===== config.mk =====
export PLATFORM = sky130hd
export DESIGN_NAME = dac8_serial_front
export DESIGN_NICKNAME = d
export VERILOG_FILES = /design/src/rtl/dac8_serial_front.sv
export SDC_FILE = /design/constraint.sdc
export NUM_CORES = 1
export LEC_CHECK = 0
export ABC_AREA = 1
export BUFFER_PORTS_ARGS = -buffer_cell sky130_fd_sc_hd__clkbuf_2
export CORE_ASPECT_RATIO = 0.5
export CORE_MARGIN = 2
export CORE_UTILIZATION = 30
export DETAILED_ROUTE_END_ITERATION = 10
export GPL_TIMING_DRIVEN = 0
export SYNTH_ARGS = -nofsm -noshare
export SYNTH_HDL_FRONTEND = slang
export SYNTH_SLANG_ARGS = --single-unit

===== constraint.sdc =====
create_clock -name clk -period 2.7 [get_ports clk]
set_input_delay 0.675 -clock clk [delete_from_list [all_inputs] [get_ports clk]]
set_output_delay 0.675 -clock clk [all_outputs]
set_load 0.01 [all_outputs]

===== src/rtl/dac8_serial_front.sv =====
module dac8_serial_front #(
  parameter int NCH = 8,
  parameter int CW  = 8
) (
  input  logic            clk,
  input  logic            rst,
  input  logic            sclk,
  input  logic            sync_n,
  input  logic            din,
  output logic            dout,
  output logic [NCH*CW-1:0] codes
);
  localparam int WL = 16;
  localparam int AW = $clog2(NCH);

  logic [2:0] sclk_p, sync_p;
  logic [1:0] din_p;
  logic [WL-1:0] sr, sr_nx;
  logic [3:0] cnt, cnt_nx;
  logic full, full_nx, dout_q, mode_q;
  logic [CW-1:0] hold [NCH];
  logic [CW-1:0] outc [NCH];

  wire clk_fall = sclk_p[2] & ~sclk_p[1];
  wire start    = sync_p[2] & ~sync_p[1];
  wire stop     = ~sync_p[2] & sync_p[1];
  wire f        = clk_fall & ~sync_p[2];

  assign sr_nx   = f ? {sr[WL-2:0], din_p[1]} : sr;
  assign cnt_nx  = cnt + {3'b000, f};
  assign full_nx = full | (f & (cnt == 4'd15));
  wire exec      = stop & full_nx & (cnt_nx == 4'd0);
  wire [AW-1:0] ch = sr_nx[12 +: AW];
  wire [CW-1:0] cv = sr_nx[WL-5 -: CW];

  always_ff @(posedge clk) begin
    if (rst) begin
      sclk_p <= '0;
      sync_p <= '1;
      din_p  <= '1;
      sr     <= '0;
      cnt    <= '0;
      full   <= 1'b0;
      dout_q <= 1'b0;
      mode_q <= 1'b0;
      for (int i = 0; i < NCH; i++) begin
        hold[i] <= '0;
        outc[i] <= '0;
      end
    end else begin
      sclk_p <= {sclk_p[1:0], sclk};
      sync_p <= {sync_p[1:0], sync_n};
      din_p  <= {din_p[0], din};
      if (start) begin
        sr     <= {{(WL-1){1'b0}}, 1'b1};
        cnt    <= '0;
        full   <= 1'b0;
        dout_q <= 1'b0;
      end else begin
        sr   <= sr_nx;
        cnt  <= cnt_nx;
        full <= full_nx;
        if (f) dout_q <= sr[WL-2];
      end
      if (exec) begin
        if (!sr_nx[WL-1]) begin
          hold[ch] <= cv;
          if (mode_q) outc[ch] <= cv;
        end else begin
          case (sr_nx[14:12])
            3'b000: mode_q <= 1'b0;
            3'b001: mode_q <= 1'b1;
            3'b010: for (int i = 0; i < NCH; i++) outc[i] <= hold[i];
            default: ;
          endcase
        end
      end
    end
  end

  assign dout = dout_q;
  for (genvar g = 0; g < NCH; g++) begin : g_out
    assign codes[g*CW +: CW] = outc[g];
  end

  AST_RESET_QUIET: assert property (@(posedge clk) rst |=> (!dout_q && !mode_q && codes == '0));
  AST_NO_EARLY_UPDATE: assert property (@(posedge clk) disable iff (rst) !stop |=> $stable(codes));
  AST_HOLD_ONLY: assert property (@(posedge clk) disable iff (rst) (exec && !mode_q && !sr_nx[WL-1]) |=> $stable(codes));
  AST_MODE_STAY: assert property (@(posedge clk) disable iff (rst) !exec |=> $stable(mode_q));
  AST_SHORT_DISCARD: assert property (@(posedge clk) disable iff (rst) (stop && cnt_nx != 4'd0) |=> ($stable(codes) && $stable(mode_q)));
  AST_MARK_LOW: assert property (@(posedge clk) disable iff (rst) (f && !full && cnt < 4'd14) |=> !dout_q);
  AST_MARK_HIGH: assert property (@(posedge clk) disable iff (rst) (f && !full && cnt == 4'd14) |=> dout_q);
endmodule


-- Word-level counts from Yosys, hierarchy flattened
Memory sizes are Yosys's and may differ from the RTL's.
Index checks and enable logic that the tools add are counted.
Widths: inputs -> output; s select.
- flip-flop bits (word level): 31
- latch bits: 0
- bits in writable memories: 128
- bits in read-only memories: 0
- input port bits: 5
- output and inout bits: 65
- word-level logic and storage cells: 76
- memories kept: 2
- $add $sub $neg: 1
- multipliers: 0
- divide/modulo/power cells: 0
- magnitude comparators: 0
- equal/unequal tests: 3
- shift operators: 0
- multiplexer cells: 33
- bitwise operators: 19
- reduce and logical (&&, ||, !) cells: 8
- memory list (memory ; words ; bits a word ; rd ports ; clocked after memory_dff ; wr ports ; RTL line ; RTL):
    hold ; 8 ; 8 ; 8 ; 0 ; 8 ; 21 ; logic [CW-1:0] hold [NCH];
    outc ; 8 ; 8 ; 8 ; 0 ; 8 ; 22 ; logic [CW-1:0] outc [NCH];
- operators by type and width (kind ; number):
    $mux 8 ; 10
    $mux 1 ; 19
    $mux 16 ; 1
    $reduce_or 8->1 ; 2
    $or 1x1->1 ; 9
    $and 1x1->1 ; 7
    $mux 3 ; 2
    $add 4x1->4 ; 1
    $eq 4x4->1 const B ; 1
    $logic_not 4->1 ; 1
    $reduce_bool 2->1 ; 2
    $eq 3x1->1 const B ; 1
    $eq 3x2->1 const B ; 1
    $logic_not 3->1 ; 1
    $not 1->1 ; 3
    $reduce_and 3->1 ; 1
    $pmux 1 s2 ; 1
    $reduce_or 2->1 ; 1

-- Depth between registers and ports, before layout
- word-level depth: 12
- gate-level depth with buffers: 17
- gate-level depth less buffers: 16

-- Least setup slack after synthesis
Ideal clock, no wire load.
- path type: register -> register
- start point: register sclk_p[1]
- end point: memory outc[5][0] (enable)
- library setup time: 0.374 ns
- arrival time: 2.494 ns
- data required time: 2.326 ns
- path slack: -0.168 ns
- stages on the path, launching flop included: 15
- path buffers: 2
- period minus slack after synthesis: 2.868 ns
- path through: dfxtp_1 inv_2 nand2_1 nor2_2 buf_2 ha_1 ha_1 nor2_1 nand3_1 nor2_1 nand3_2 nor3_2 buf_4 nand2_2 o21ai_1
- RTL lines (element ; RTL line ; RTL):
    start, declared ; 16 ; logic [2:0] sclk_p, sync_p;
    start signal, assigned ; 51 ; sclk_p <= {sclk_p[1:0], sclk};
    end, declared ; 22 ;

==> metrics.csv <==
stage,metric,value,unit
power_and_ir_drop,power.leakage,3.18,nW
critical_path,reg2reg_depth,13,
yosys,synth-seq-cells,159,
yosys,ys_seq_area_share,68.2,%
placement,post-dp-hpwl,10.9,mm
clock_tree,clock-sinks,159,
placement,portBuffers,68,
route,wire_per_inst,15.6,um
hold_path,hold_path_end,sclk_p[1]$_SDFF_PP0_,
power_and_ir_drop,clock_power_share,42.7,%
finish,final_util,37.9,%
yosys,synth_top_cell_area_share,58.7,%
route,drtIter0Drc,379,
clock_tree,numCtsBuffers,17,
timing,worst_pin_slew,1.29,ns
timing,hold_ws,0.403,ns
finish,antenna_cells,0,
timing,hold_violations,0,
yosys,netlist_area,6550,um^2
timing,slew_headroom,13.7,%
route,drc_errors,0,
global_route,antenna_found_initial,0,
global_route,grt_max_degree,17,
power_and_ir_drop,switching_power,1.12,mW
power_and_ir_drop,powerDensity,639,nW/um^2
yosys,synth_top_cell_by_area,edfxtp_1,
critical_path,crit_chain,inv_2 -> nand2_4 -> nor2_4 -> buf_6 -> ha_4 -> ha_4 -> nor2_1 -> nand3_1 -> nor2_4 -> nand3_4 -> nor2_1 -> a21oi_4 -> nand2_2,
clock_tree,cts_tree,yes,
critical_path,arrival,2.72,ns
timing,slew_violations,0,
power_and_ir_drop,ir_drop,0.000369,V
yosys,avgSynthCellArea,10.4,um^2
critical_path,critPathKind,reg2reg,
floorplanning,start_util,30.4,%
yosys,synth_warnings,0,
flow_run,cap_violations,0,
finish,layout.nets,735,
clock_tree,cts_root_buf,clkbuf_16,
power_and_ir_drop,power_frac_seq,53.4,%
global_route,grt_pass1_vias,4444,
yosys,synthTopCellsByArea,"edfxtp_1 (59%), nand2_1 (10%), dfxtp_1 (9.5%)",
floorplanning,die_y,108,um
global_route,grt_use_total,14.5,%
global_route,grt_overflow,0,
critical_path,required,2.82,ns
hold_path,worstHoldPathCells,2,
timing,fin_ws,0.100,ns
hold_path,hp-class,reg2reg,
global_route,grt_first_pass_wirelength,24.4,mm
yosys,synth_cells,630,
clock_tree,htree_levels,4,
timing,clock_skew,0.0110,ns
route,vias_per_cell,4.55,
clock_tree,insertion_delay,0.43,ns
critical_path,crit_slowest_cell,a21oi_4,
yosys,synthesis.nets,637,
finish,drive_gt1_share,25.1,%
timing,rsz0062_at_grt,true,
power_and_ir_drop,combPwrFrac,3.9,%
critical_path,r2r_slack,0.10,ns
floorplanning,ios,70,
critical_path,reg2reg_to,outc[1][6]$_DFFE_PP_,
route,routed_wl,16.2,mm
timing,period_share,96.3,%
floorplanning,coreArea,21500,um^2
floorplanning,core.rowCount,38,
yosys,synth_cell_type_count,25,
timing,finalCriticalPeriod,2.60,ns
route,vias,4738,
power_and_ir_drop,switching_share,21.4,%
critical_path,reg2reg_from,sclk_p[1]$_SDFF_PP0_,
timing,max_freq,385,MHz
critical_path,max_stage_delay,0.55,ns
clock_tree,clk_pin_slew,0.06,ns
power_and_ir_drop,p_int,4.10,mW
hold_path,worstHoldStart,sclk_p[0]$_SDFF_PP0_,
route,ant_nets,0,
clock_tree,clockBufferDepth,2,
critical_path,endpoint_kind,flop,
clock_tree,cts_hold_buf,0,
route,drtPass1Iterations,5,
timing,setup_violations,0,
placement,dp_slack,-0.853,ns
finish,syn_to_final_growth,24.7,%
floorplanning,die_w,213,um
critical_path,cp_max_fo,8,
placement,routabilityCongestion,0.844,
critical_path,critPathLaunchType,flop,
floorplanning,die_area,23100,um^2
outcome,outcome,"finished, final reports clean",
synth_stat cells, drive strengths merged:
master and n:
a21oi 8, buf 15, clkbuf 11, dfxtp 31, edfxtp 128, ha 2, inv 49, nand2 180
nand3 23, nand4 19, nor2 112, nor3 3, o21a 7, o21ai 31, or2 11
timing repair:
| action | CTS | global route |
|---|---|---|
| setup buffers | 11 | 0 |
| pin swaps | 7 | 7 |
| endpoints found under the setup margin | 226 | 175 |
| gates cloned | 0 | 0 |
| resized for setup | 34 | 20 |
state kept, by name (all words and copies together) (netlist names):
name    flops
cnt         4
din_p       2
dout        1
full        1
hold       64
mode_q      1
outc       64
sclk_p      3
sr         16
sync_p      3
kinds of logic after synthesis:
| logic type | count (synthesis) | synth area share (%) |
|---|---|---|
| buf+inv | 75 | 4.89 |
| flops | 159 | 68.2 |
| fa+ha+maj | 2 | 0.382 |
| simple gates | 348 | 22.7 |
| compound gates | 46 | 3.84 |
cell type report:
cell class,instances,area (um^2)
timing repair buffer,79,435
fill,2075,13400
inverter,49,184
clock buffer,24,494
clock inverter,8,53.8
multi-input combinational,396,2000
buffer,26,153
tap,300,375
sequential,159,4470
power by group through the flow:
| stage | sequential, mW | clock (mW) | combinational (mW) |
|---|---|---|---|
| 6_report | 2.78 | 2.23 | 0.206 |
| 5_1_grt | 2.79 | 2.36 | 0.227 |
| 4_1_cts | 2.78 | 2.25 | 0.202 |
| 3_5_place_dp | 2.84 | 0 | 0.187 |
| 3_3_place_gp | 2.83 | 0 | 0.184 |
| 2_1_floorplan | 2.85 | 0 | 0.0768 |
layer usage:
metal	track usage, %	routed length (um)
met1	19.5	7420
met2	22.3	7470
met3	3.19	875
met4	7.04	432
met5	0	0
worst max path at each step:
stage	slack, ns	startpoint	to	cells past startpoint
after floorplan	0.0004	sclk_p[1]$_SDFF_PP0_	outc[5][0]$_DFFE_PP_	14
after global placement	-0.85	sclk_p[1]$_SDFF_PP0_	outc[2][4]$_DFFE_PP_	13
after detailed placement	-0.85	sclk_p[2]$_SDFF_PP0_	outc[2][4]$_DFFE_PP_	12
after CTS	0.02	sclk_p[1]$_SDFF_PP0_	outc[4][6]$_DFFE_PP_	14
after global routing	-0.03	sclk_p[1]$_SDFF_PP0_	outc[2][7]$_DFFE_PP_	13
final	0.10	sclk_p[1]$_SDFF_PP0_	outc[1][6]$_DFFE_PP_	13
cells in the final DEF (no fill, tap or decap), drive strengths merged:
cell type	synthesis	layout
buf	15	25
nor2	112	112
o21ai	31	31
a21oi	8	8
edfxtp	128	128
nand4	19	19
inv	49	52
nand2	180	180
nand3	23	23
nor3	3	3
dfxtp	31	31
or2	11	11
o21a	7	7
clkbuf	11	104
clkinv	0	5
ha	2	2
critical path, delay by kind of cell, from the launching register on:
family / cells / cell delay, ns
AO/OA/AOI/OAI: 1 / 0.55
adder cells (fa/ha/maj): 2 / 0.42
buffers and inverters: 2 / 0.17
flip-flops: 1 / 0.32
AND/OR/NAND/NOR: 8 / 0.84
through the flow:
step	TNS, ns	cells	power (mW)	cell area, um^2
after global placement	-83.47	998	3.02	7270
final	0	1041	5.21	8160
after global routing	-0.424	1041	5.38	8160
after detailed placement	-88.68	998	3.02	7270
after CTS	0	1041	5.24	8060
after floorplan	0	630	2.93	6560
Note: power is estimated with default switching activity, not from simulation.
